[config.mk]
export PLATFORM = sky130hd
export DESIGN_NAME = rpt_loop_seq
export DESIGN_NICKNAME = d
export VERILOG_FILES = /design/src/rtl/rls_pkg.sv /design/src/rtl/rls_decide.sv /design/src/rtl/rls_rc_unit.sv /design/src/rtl/rls_lc_unit.sv /design/src/rtl/rpt_loop_seq.sv
export SDC_FILE = /design/constraint.sdc
export NUM_CORES = 1
export LEC_CHECK = 0
export CAP_MARGIN = 25
export CORE_ASPECT_RATIO = 1.75
export CORE_MARGIN = 4
export CORE_UTILIZATION = 47
export CTS_CLUSTER_DIAMETER = 30
export DETAILED_ROUTE_END_ITERATION = 6
export GPL_TIMING_DRIVEN = 1
export PLACE_DENSITY = 0.89
export SYNTH_ARGS = -nofsm -noshare
export SYNTH_HDL_FRONTEND = slang
export SYNTH_SLANG_ARGS = --single-unit
[constraint.sdc]
create_clock -name clk -period 2.85 [get_ports clk]
set_input_delay 0.4275 -clock clk [delete_from_list [all_inputs] [get_ports clk]]
set_output_delay 0.4275 -clock clk [all_outputs]
set_load 0.02 [all_outputs]
[src/rtl/rls_pkg.sv]
package rls_pkg;
  typedef enum logic [1:0] {
    SK_IDLE    = 2'd0,
    SK_AGAIN   = 2'd1,
    SK_REQUEUE = 2'd2,
    SK_RETIRE  = 2'd3
  } step_kind_e;
endpackage

[src/rtl/rls_decide.sv]
module rls_decide
  import rls_pkg::*;
(
  input  logic       head_valid_i,
  input  logic       ds_ready_i,
  input  logic       tail_full_i,
  input  logic       rep_class_i,
  input  logic       reloop_class_i,
  input  logic       pred_i,
  input  logic       rc_zero_i,
  input  logic       rc_next_zero_i,
  input  logic       lc_eff_pos_i,
  output logic       step_o,
  output logic       repeating_o,
  output logic       finish_o,
  output step_kind_e kind_o
);
  logic want_reloop;
  logic rc_test_zero;

  always_comb begin
    // repetition needs the repeating class, a true predicate and a live count
    repeating_o  = rep_class_i && pred_i && !rc_zero_i;
    finish_o     = !(repeating_o && !rc_next_zero_i);
    // a repetition that finishes has just brought the count to zero
    rc_test_zero = repeating_o || rc_zero_i;
    want_reloop  = finish_o && reloop_class_i && lc_eff_pos_i && rc_test_zero;
    // tail space matters only for an entry that goes back to the tail
    step_o       = head_valid_i && ds_ready_i && !(want_reloop && tail_full_i);
    if (!step_o)        kind_o = SK_IDLE;
    else if (!finish_o) kind_o = SK_AGAIN;
    else if (want_reloop) kind_o = SK_REQUEUE;
    else                kind_o = SK_RETIRE;
  end
endmodule

[src/rtl/rls_rc_unit.sv]
module rls_rc_unit #(
  parameter int RCW  = 8,
  parameter int LITW = 6,
  parameter int DW   = 8
) (
  input  logic            clk,
  input  logic            rst_n,
  input  logic            rep_fire_i,
  input  logic            ld_fire_i,
  input  logic            ld_inf_i,
  input  logic            ld_data_i,
  input  logic [LITW-1:0] lit_i,
  input  logic [DW-1:0]   data_i,
  output logic [RCW-1:0]  rc_o,
  output logic            rc_inf_o,
  output logic            rc_zero_o,
  output logic            rc_next_zero_o
);
  logic [RCW-1:0] rc_q;
  logic           inf_q;

  function automatic logic [RCW-1:0] rc_less(input logic [RCW-1:0] v);
    return (v == '0) ? '0 : v - 1'b1;
  endfunction

  always_ff @(posedge clk or negedge rst_n) begin
    if (!rst_n) begin
      rc_q  <= '0;
      inf_q <= 1'b0;
    end else if (ld_fire_i) begin
      inf_q <= ld_inf_i;
      if (ld_inf_i)       rc_q <= '0;
      else if (ld_data_i) rc_q <= data_i[RCW-1:0];
      else                rc_q <= RCW'(lit_i);
    end else if (rep_fire_i && !inf_q) begin
      rc_q <= rc_less(rc_q);
    end
  end

  assign rc_o           = rc_q;
  assign rc_inf_o       = inf_q;
  assign rc_zero_o      = !inf_q && (rc_q == '0);
  assign rc_next_zero_o = !inf_q && (rc_less(rc_q) == '0);

  // a finite repetition removes exactly one from the count
  a_r4_rc_dec: assert property (@(posedge clk) disable iff (!rst_n)
    rep_fire_i && !ld_fire_i && !inf_q |=> rc_q == RCW'($past(rc_q) - 1'b1));
  // the infinite marker survives repetitions
  a_r5_inf_hold: assert property (@(posedge clk) disable iff (!rst_n)
    inf_q && !ld_fire_i |=> inf_q);
  // without a repetition or a load nothing moves
  a_r6_rc_hold: assert property (@(posedge clk) disable iff (!rst_n)
    !rep_fire_i && !ld_fire_i |=> $stable(rc_q) && $stable(inf_q));
endmodule

[src/rtl/rls_lc_unit.sv]
module rls_lc_unit #(
  parameter int LCW  = 8,
  parameter int LITW = 6,
  parameter int DW   = 8
) (
  input  logic            clk,
  input  logic            rst_n,
  input  logic            ld_req_i,
  input  logic            ld_data_i,
  input  logic [LITW-1:0] lit_i,
  input  logic [DW-1:0]   data_i,
  input  logic            fin_fire_i,
  input  logic            dec_i,
  output logic [LCW-1:0]  lc_o,
  output logic            lc_eff_pos_o
);
  logic [LCW-1:0] lc_q;
  logic [LCW-1:0] lc_eff;

  function automatic logic [LCW-1:0] lc_less(input logic [LCW-1:0] v);
    return (v == '0) ? '0 : v - 1'b1;
  endfunction

  // value the reloop test sees: a same-instruction load counts, the decrement does not
  always_comb begin
    if (ld_req_i) lc_eff = ld_data_i ? data_i[LCW-1:0] : LCW'(lit_i);
    else          lc_eff = lc_q;
  end

  always_ff @(posedge clk or negedge rst_n) begin
    if (!rst_n)          lc_q <= '0;
    else if (fin_fire_i) lc_q <= dec_i ? lc_less(lc_eff) : lc_eff;
  end

  assign lc_o         = lc_q;
  assign lc_eff_pos_o = (lc_eff != '0);

  // a decrement at zero stays at zero
  a_r9_floor: assert property (@(posedge clk) disable iff (!rst_n)
    fin_fire_i && dec_i && !ld_req_i && lc_q == '0 |=> lc_q == '0);
  // the counter only moves when an instruction finishes
  a_r9_hold: assert property (@(posedge clk) disable iff (!rst_n)
    !fin_fire_i |=> $stable(lc_q));
endmodule

[src/rtl/rpt_loop_seq.sv]
module rpt_loop_seq
  import rls_pkg::*;
#(
  parameter int RCW  = 8,
  parameter int LCW  = 8,
  parameter int LITW = 6,
  parameter int DW   = 8
) (
  input  logic            clk,
  input  logic            rst_n,
  input  logic            head_valid_i,
  input  logic            ds_ready_i,
  input  logic            tail_full_i,
  input  logic            rep_class_i,
  input  logic            reloop_class_i,
  input  logic            pred_i,
  input  logic            dec_loop_i,
  input  logic            ld_rc_i,
  input  logic            ld_rc_inf_i,
  input  logic            ld_lc_i,
  input  logic            ld_from_data_i,
  input  logic [LITW-1:0] lit_i,
  input  logic [DW-1:0]   data_i,
  output logic            exec_o,
  output logic            requeue_o,
  output logic            retire_o,
  output logic [RCW-1:0]  rc_o,
  output logic            rc_inf_o,
  output logic [LCW-1:0]  lc_o
);
  // named internal events
  logic       step_w;
  logic       repeating_w;
  logic       finish_w;
  logic       rc_zero_w;
  logic       rc_next_zero_w;
  logic       lc_eff_pos_w;
  logic       rep_fire_w;
  logic       rc_ld_fire_w;
  logic       lc_ld_req_w;
  logic       fin_fire_w;
  step_kind_e kind_w;

  assign rep_fire_w   = step_w && repeating_w;
  assign rc_ld_fire_w = step_w && pred_i && ld_rc_i;
  assign lc_ld_req_w  = pred_i && ld_lc_i;
  assign fin_fire_w   = step_w && finish_w;

  rls_decide u_decide (
    .head_valid_i   (head_valid_i),
    .ds_ready_i     (ds_ready_i),
    .tail_full_i    (tail_full_i),
    .rep_class_i    (rep_class_i),
    .reloop_class_i (reloop_class_i),
    .pred_i         (pred_i),
    .rc_zero_i      (rc_zero_w),
    .rc_next_zero_i (rc_next_zero_w),
    .lc_eff_pos_i   (lc_eff_pos_w),
    .step_o         (step_w),
    .repeating_o    (repeating_w),
    .finish_o       (finish_w),
    .kind_o         (kind_w)
  );

  rls_rc_unit #(.RCW(RCW), .LITW(LITW), .DW(DW)) u_rc (
    .clk            (clk),
    .rst_n          (rst_n),
    .rep_fire_i     (rep_fire_w),
    .ld_fire_i      (rc_ld_fire_w),
    .ld_inf_i       (ld_rc_inf_i),
    .ld_data_i      (ld_from_data_i),
    .lit_i          (lit_i),
    .data_i         (data_i),
    .rc_o           (rc_o),
    .rc_inf_o       (rc_inf_o),
    .rc_zero_o      (rc_zero_w),
    .rc_next_zero_o (rc_next_zero_w)
  );

  rls_lc_unit #(.LCW(LCW), .LITW(LITW), .DW(DW)) u_lc (
    .clk          (clk),
    .rst_n        (rst_n),
    .ld_req_i     (lc_ld_req_w),
    .ld_data_i    (ld_from_data_i),
    .lit_i        (lit_i),
    .data_i       (data_i),
    .fin_fire_i   (fin_fire_w),
    .dec_i        (dec_loop_i),
    .lc_o         (lc_o),
    .lc_eff_pos_o (lc_eff_pos_w)
  );

  assign exec_o    = step_w && pred_i;
  assign requeue_o = (kind_w == SK_REQUEUE);
  assign retire_o  = (kind_w == SK_RETIRE);

  // no head or no downstream room means silence
  a_r2_quiet: assert property (@(posedge clk) disable iff (!rst_n)
    !(head_valid_i && ds_ready_i) |-> !exec_o && !requeue_o && !retire_o);
  // a single outcome per step
  a_r3_one_outcome: assert property (@(posedge clk) disable iff (!rst_n)
    $onehot0({requeue_o, retire_o}));
  // requeue needs the relooping class and a positive loop test
  a_r7_reloop_terms: assert property (@(posedge clk) disable iff (!rst_n)
    requeue_o |-> reloop_class_i && lc_eff_pos_w && !rc_inf_o);
  // nothing requeues into a full tail
  a_r11_tail_gate: assert property (@(posedge clk) disable iff (!rst_n)
    tail_full_i |-> !requeue_o);
  // a false predicate never executes
  a_r10_no_exec: assert property (@(posedge clk) disable iff (!rst_n)
    !pred_i |-> !exec_o);
endmodule

==> results of run 1 <==
## logic make-up after synthesis
logic type	count (synthesis)	share of synthesized area, %
AO/OA/AOI/OAI	46	22.8
buffers and inverters	8	2.77
AND/OR/NAND/NOR	74	25.7
multiplexers	22	17.6
flip-flops	17	27.7
adder cells (fa/ha/maj)	2	1.63
XOR/XNOR	3	1.71
## flip-flops by register name, indices dropped and copies added (netlist names)
register,cells
u_lc.lc_o,8
u_rc.rc_inf_o,1
u_rc.rc_o,8
## path summary, 6_finish.rpt
path / start / endpoint / slack (ps) / cells past startpoint
hold reg to reg: u_lc.lc_o[4] / u_lc.lc_o[4] / 570 / 1
min in group asynchronous: rst_n / u_lc.lc_o[4] / 650 / 1
hold / removal: u_lc.lc_o[4] / u_lc.lc_o[4] / 570 / 1
max in group asynchronous: rst_n / u_lc.lc_o[6] / 1670 / 1
setup reg to reg: u_rc.rc_o[1] / u_lc.lc_o[2] / 190 / 10
setup / recovery: u_rc.rc_o[1] / exec_o / -40 / 9
## final cells by class
| class | count | area share (%) |
|---|---|---|
| tap | 43 | 2.06 |
| timing repair buffer | 104 | 34.8 |
| clock buffer | 4 | 1.72 |
| inverter | 3 | 0.431 |
| multi-input combinational | 147 | 44.7 |
| sequential | 17 | 16.3 |
## power groups by stage
| stage | Combinational, mW | Sequential (mW) | Clock [mW] |
|---|---|---|---|
| after floorplan | 0.581 | 0.574 | 0 |
| after global placement | 1.32 | 0.435 | 0 |
| after detailed placement | 1.34 | 0.437 | 0 |
| after CTS | 1.44 | 0.442 | 0.186 |
| after global routing | 1.69 | 0.473 | 0.202 |
| final | 1.60 | 0.468 | 0.194 |
## metal layers
metal | vias to the layer above | track usage, % | routed length, um
met5 | - | 0 | 0
met4 | 0 | 17.9 | 543
met3 | 55 | 3.04 | 519
met2 | 145 | 53.8 | 3750
met1 | 962 | 28.1 | 2300
li1 | 854 | - | -
## metrics by stage
stage | TNS, ps | worst slack [ps]
finish | -44.0 | -37.0
global route | -1500 | -174
CTS | -23.6 | -16.1
detailed placement | -3320 | -727
global placement | -2180 | -667
floorplan | 0 | 43.5
## repair_timing
action,CTS,global route
setup buffers,12,6
pin swaps,9,7
endpoints found under the hold margin,0,0
resized for setup,28,21
setup endpoints to repair,3,19
## layout by cell type, fill, tap and decap left out, types with 3 or more instances in the layout
cell type	instances
mux2i_1	6
nor2_1	18
or2_2	3
clkbuf_8	3
mux2_4	8
nand2_1	15
o2bb2ai_1	3
and2_1	4
nand2b_1	4
nand4_1	3
mux2_1	4
nor3_1	6
mux2i_4	3
a21oi_1	6
buf_6	3
o21ai_1	3
o21ai_0	12
dfrtp_1	17
o22ai_1	3
buf_4	58
inv_1	3
dlymetal6s2s_1	6
nand3_1	3
clkdlybuf4s50_1	36
## synthesized netlist by cell type, types with 2 or more instances
cell,count,area [um^2]
a21oi_1,7,35.0
a31o_2,2,17.5
a31oi_1,2,12.5
and2_1,4,25.0
and3_1,3,18.8
clkbuf_1,2,7.51
dfrtp_1,17,425
ha_1,2,25.0
inv_1,3,11.3
mux2_1,4,45.0
mux2_2,2,22.5
mux2_4,6,90.1
mux2i_1,9,90.1
nand2_1,16,60.1
nand2b_1,4,25.0
nand3_1,3,15.0
nand3b_1,2,15.0
nand4_1,3,18.8
nor2_1,18,67.6
nor2b_1,2,12.5
nor3_1,8,40.0
o21ai_0,13,65.1
o21ai_1,2,10.0
o22ai_1,3,18.8
o2bb2ai_1,3,26.3
o31ai_2,2,25.0
or2_2,3,18.8
xor2_1,2,17.5
==> impl_metrics.json, run 1 <==
{
  "grt_remaining_overflow": 0,
  "cp.arrival_ps": 2460,
  "ir_drop_uv": 674,
  "firstDrtPassIters": 5,
  "ys_ff_latch": 17,
  "p_sw_mw": 1.01,
  "yosysWarnings": 0,
  "first_global_vias": 1917,
  "min_path_type": "register to register",
  "port_buffers": 46,
  "dr.first_iter.drc_count": 120,
  "die_area_mm2": 0.00428,
  "cts_sinks": 17,
  "num_io_pins": 47,
  "drv_cap": 0,
  "path_buf_inv": 2,
  "maxClockFrequency_ghz": 0.346,
  "synthesis.area_mm2": 0.00153,
  "drive_above_1_share_pct": 36.0,
  "n_antenna_cell": 0,
  "drtAntennaViolNets": 0,
  "holdWs_ps": 570,
  "clock_latency_ps": 270,
  "cts_inserted_buffers": 3,
  "power.density_mw_per_mm2": 866,
  "seq_power_share_pct": 20.7,
  "syn_nets": 201,
  "finalPower_mw": 2.26,
  "core_mm2": 0.00314,
  "internal_power_mw": 1.25,
  "crit_path_cell_trace": "inv_1 -> ha_2 -> or4b_4 -> o41ai_4 -> and3_4 -> o31a_1 -> nand2b_1 -> and3_1 -> buf_6",
  "combPwrFrac_pct": 70.7,
  "cp_slowest_cell": "or4b_4",
  "seq_area_um2": 425,
  "clk_path_buf_depth": 2,
  "finalNetCount": 305,
  "synth.distinct_cells": 53,
  "tightest_slew_ps": 866,
  "p_sw_share_pct": 44.8,
  "routed_wirelength_mm": 7.11,
  "grt_first_pass_wirelength_mm": 9.25,
  "place.gp.congestion": 0.960,
  "ys.flop_type": "dfrtp_1",
  "async_reset_ff_share_pct": 100,
  "failed_checks": "negative setup slack",
  "fin_area_mm2": 0.00261,
  "grt_max_degree": 18,
  "rsz0062_at_grt": "yes",
  "p_clk_share_pct": 8.6,
  "post-place-cells": 296,
  "outcome": "complete, but fails checks",
  "crit_path_max_incr_delay_ps": 490,
  "crit_type": "register to primary output",
  "ys_seq_area_share_pct": 27.7,
  "cts.clk_slew.worst_paths_ps": 70,
  "critPathCaptureType": "primary output",
  "power.leakage_nw": 1.20,
  "num_rows": 27,
  "start_util_pct": 48.8,
  "grt.total_usage_pct": 28.7,
  "crit_path_start_kind": "register",
  "critical_path.max_fanout": 2,
  "die_x_um": 51.2,
  "slew_headroom_pct": 42.1,
  "via_per_inst": 6.34,
  "synth.avg_cell_area_um2": 8.92,
  "slew_violations": 0,
  "crit_required_ps": 2420,
  "setup_violations": 4,
  "drc": 0,
  "multi_input_area_mm2": 0.00117,
  "layout_min_cycle_time_ps": 2890,
  "final_core_util_pct": 83.1,
  "filler_cell_count": 173,
  "root_buffer": "clkbuf_8",
  "syn_to_final_growth_pct": 70.2,
  "skew_ps": 2.45,
  "h-tree-depth": 1,
  "dpl-instance-area_mm2": 0.00232,
  "hpwlAfterDp_mm": 3.97,
  "antenna_found_initial": 0,
  "finalNonFillerCells": 318,
  "holdBufCountCts": 0,
  "synth_cells": 172,
  "fin_crit_sh_pct": 101,
  "report.final.hold_viol_count": 0,
  "setup_ws_ps": -37.0,
  "synth_edf_count": 0,
  "critPathTopFamily": "simple AND/OR/NAND/NOR gates",
  "cts_tree": "built",
  "routedWlPerCell_um": 22.3,
  "die_h_um": 83.6,
  "num_vias": 2016
}
(Power assumes the default switching activity.)
==> run 2: changes to the inputs <==
--- a/config.mk
+++ b/config.mk
@@ -5,14 +5,15 @@
 export SDC_FILE = /design/constraint.sdc
 export NUM_CORES = 1
 export LEC_CHECK = 0
+export ABC_AREA = 1
 export CAP_MARGIN = 25
 export CORE_ASPECT_RATIO = 1.75
-export CORE_MARGIN = 4
-export CORE_UTILIZATION = 47
+export CORE_MARGIN = 3
+export CORE_UTILIZATION = 48
 export CTS_CLUSTER_DIAMETER = 30
 export DETAILED_ROUTE_END_ITERATION = 6
 export GPL_TIMING_DRIVEN = 1
-export PLACE_DENSITY = 0.89
+export PLACE_DENSITY = 0.9
 export SYNTH_ARGS = -nofsm -noshare
 export SYNTH_HDL_FRONTEND = slang
 export SYNTH_SLANG_ARGS = --single-unit
==> run 2 against run 1 <==
Effect of this change: the run now ends clean; via count is 4.1% lower; combinational power shrank 21%; clock-buffer cell count is the same; critical path type is now input pin to primary output.
==> impl_metrics.json, run 2 <==
{
  "grt_max_degree": 18,
  "holdWs_ps": 532,
  "drive_above_1_share_pct": 22.7,
  "power.leakage_nw": 1.23,
  "outcome": "finished, final reports clean",
  "rsz0062_at_grt": "no",
  "ys.flop_type": "dfrtp_1",
  "skew_ps": 7.09,
  "path_buf_inv": 5,
  "ir_drop_uv": 547,
  "n_antenna_cell": 0,
  "grt_remaining_overflow": 0,
  "yosysWarnings": 0,
  "synth_cells": 255,
  "r2r_end": "u_rc.rc_o[5]",
  "synth.most_common_cell": "nand2_1",
  "fin_crit_sh_pct": 96.2,
  "routed_wirelength_mm": 5.17,
  "cts_tree": "built",
  "async_reset_ff_share_pct": 100,
  "maxClockFrequency_ghz": 0.365,
  "via_per_inst": 5.17,
  "port_buffers": 46,
  "holdBufCountCts": 0,
  "critical_path.max_fanout": 4,
  "hpwlAfterDp_mm": 4.31,
  "regToRegStartpoint": "u_rc.rc_o[1]",
  "crit_required_ps": 2420,
  "final_core_util_pct": 75.3,
  "syn_nets": 284,
  "routedWlPerCell_um": 13.8,
  "num_vias": 1934,
  "report.final.hold_viol_count": 0,
  "setup_violations": 0,
  "holdPathStages": 2,
  "final_common_cell": "nand2_1",
  "r2r_cells": 17,
  "ys_ff_latch": 17,
  "clock_latency_ps": 260,
  "synth_top_area_share_pct": 26.1,
  "critPathTopFamily": "buffers and inverters",
  "critPathCaptureType": "primary output",
  "syn_to_final_growth_pct": 48.2,
  "layout_min_cycle_time_ps": 2740,
  "cts_sinks": 17,
  "core_mm2": 0.00321,
  "netlist_top_cells_area": "dfrtp_1 26%, nand2_1 20%, inv_1 5.5%",
  "ys_seq_area_share_pct": 26.1,
  "hold_end": "u_lc.lc_o[0]",
  "die_area_mm2": 0.00416,
  "synth.avg_cell_area_um2": 6.40,
  "filler_cell_count": 274,
  "clk_path_buf_depth": 2,
  "post_cts_buffers": 0,
  "grt_first_pass_wirelength_mm": 8.58,
  "cp.arrival_ps": 2310,
  "h-tree-depth": 1,
  "cp_slowest_cell": "clkdlybuf4s50_1",
  "firstDrtPassIters": 4,
  "final_cell_mix": "88 x nand2_1, 41 x clkdlybuf4s50_1, 32 x buf_4, 24 x inv_1, 22 x nor2_1",
  "drtAntennaViolNets": 0,
  "synth_common_cells": "89 x nand2_1, 24 x inv_1, 23 x nor2_1",
  "place.gp.congestion": 0.999,
  "drc": 0,
  "first_global_vias": 1996,
  "cpMostUsedCell": "nand2_4",
  "die_x_um": 50.1,
  "start_util_pct": 50.8,
  "drv_cap": 0,
  "root_buffer": "clkbuf_8",
  "slew_headroom_pct": 40.4,
  "tightest_slew_ps": 892,
  "grt.total_usage_pct": 26.6,
  "min_from": "u_lc.lc_o[0]",
  "cts.clk_slew.worst_paths_ps": 60,
  "synth.distinct_cells": 37,
  "multi_input_area_mm2": 0.00106,
  "r2r_slack_ps": 520,
  "min_path_type": "register to register",
  "num_rows": 27,
  "crit_path_max_incr_delay_ps": 500,
  "seq_area_um2": 425,
  "die_h_um": 83.1,
  "crit_type": "input pin to primary output",
  "crit_path_cell_trace": "clkdlybuf4s50_1 -> nand2_4 -> buf_4 -> o21a_1 -> nor2_2 -> nand2_2 -> nor2_4 -> nor2_2 -> nand2_2 -> nand2_4 -> nand2_8 -> nand2_4 -> inv_2 -> nand3_1 -> inv_1 -> buf_4",
  "num_io_pins": 47,
  "synthesis.area_mm2": 0.00163,
  "crit_path_start_kind": "input pin",
  "power.density_mw_per_mm2": 782,
  "dr.first_iter.drc_count": 66,
  "yosysTopAreaCell": "dfrtp_1",
  "synth_edf_count": 0,
  "antenna_found_initial": 0,
  "cts_inserted_buffers": 3,
  "finalNetCount": 361,
  "slew_violations": 0
}
==> run 2: changes by cell type in the layout (fill, tap and decap cells not counted), sizes merged, moves of 7 or more <==
cell	change
inv	+26
nand2	+83
buf	-26
nor2	+12
nand4	+7
nand3	+12
mux2i	-8
mux2	-12
nor3	-7
==> run 2: per-stage QoR <==
step	area (um^2)	TNS [ps]	total power, mW	worst slack, ps	instances
floorplan	1630	0	1.19	243	255
global placement	2370	-1200	1.66	-464	370
detailed placement	2370	-1300	1.69	-511	370
CTS	2410	0	1.88	19.6	374
global route	2420	0	2.06	8.10	374
finish	2420	0	1.89	109	374
==> run 2: timing repair <==
item                                    in CTS  in global routing
gates cloned                                 0                  0
gates resized for setup                     12                 10
endpoints found under the setup margin       3                  3
pin swaps                                    1                  2
==> run 2: worst register-to-register path: cells and delay by family, from the launching register on <==
family,cells,cell delay (ps)
AND/OR/NAND/NOR,12,1150
flip-flops,1,410
buffers and inverters,3,390
adder cells (fa/ha/maj),1,210
AO/OA/AOI/OAI,1,70
==> run 2: routing by layer <==
layer / global-route usage (%) / vias to the layer above / wire length (um) / part of all wire [%]
li1: - / 969 / - / -
met1: 23.2 / 873 / 1680 / 32
met2: 52.4 / 65 / 3000 / 58
met3: 1.80 / 27 / 167 / 3.2
met4: 19.1 / 0 / 320 / 6.2
met5: 0 / - / 0 / 0
==> run 2: cells by family (layout without fill, tap and decap cells) <==
group / Yosys count / after routing / share of synthesized area, %
DFF: 17 / 17 / 26.1
adders and majority gates: 2 / 2 / 1.53
and+or+nand+nor: 160 / 160 / 46.3
buffers and inverters: 36 / 112 / 10.0
muxes: 2 / 2 / 1.23
AOI/OAI and AO/OA: 34 / 34 / 12.7
xor gates and xnor gates: 4 / 4 / 2.15
==> run 2: worst max-delay path by stage <==
| stage | start | to | slack (ps) | cells after the start |
|---|---|---|---|---|
| after global routing | u_rc.rc_o[1] | retire_o | 8 | 16 |
| after detailed placement | ld_from_data_i | retire_o | -510 | 16 |
| after global placement | ld_from_data_i | retire_o | -460 | 16 |
| final | ld_lc_i | retire_o | 110 | 16 |
| after floorplan | ld_from_data_i | retire_o | 240 | 16 |
| after CTS | pred_i | exec_o | 20 | 13 |
==> run 2: layout make-up <==
class,instances,area share [%]
clock buffers,4,1.86
multi-input cells,202,43.7
flip-flops and latches,17,17.6
inverters,29,4.71
well taps,43,2.23
repair buffers,79,29.9
==> run 2: where the power goes <==
part / internal (mW) / leakage, nW / total [mW] / switching, mW
clock network: 0.0994 / 0.0228 / 0.187 / 0.0875
logic: 0.570 / 0.990 / 1.26 / 0.692
registers: 0.338 / 0.214 / 0.440 / 0.102
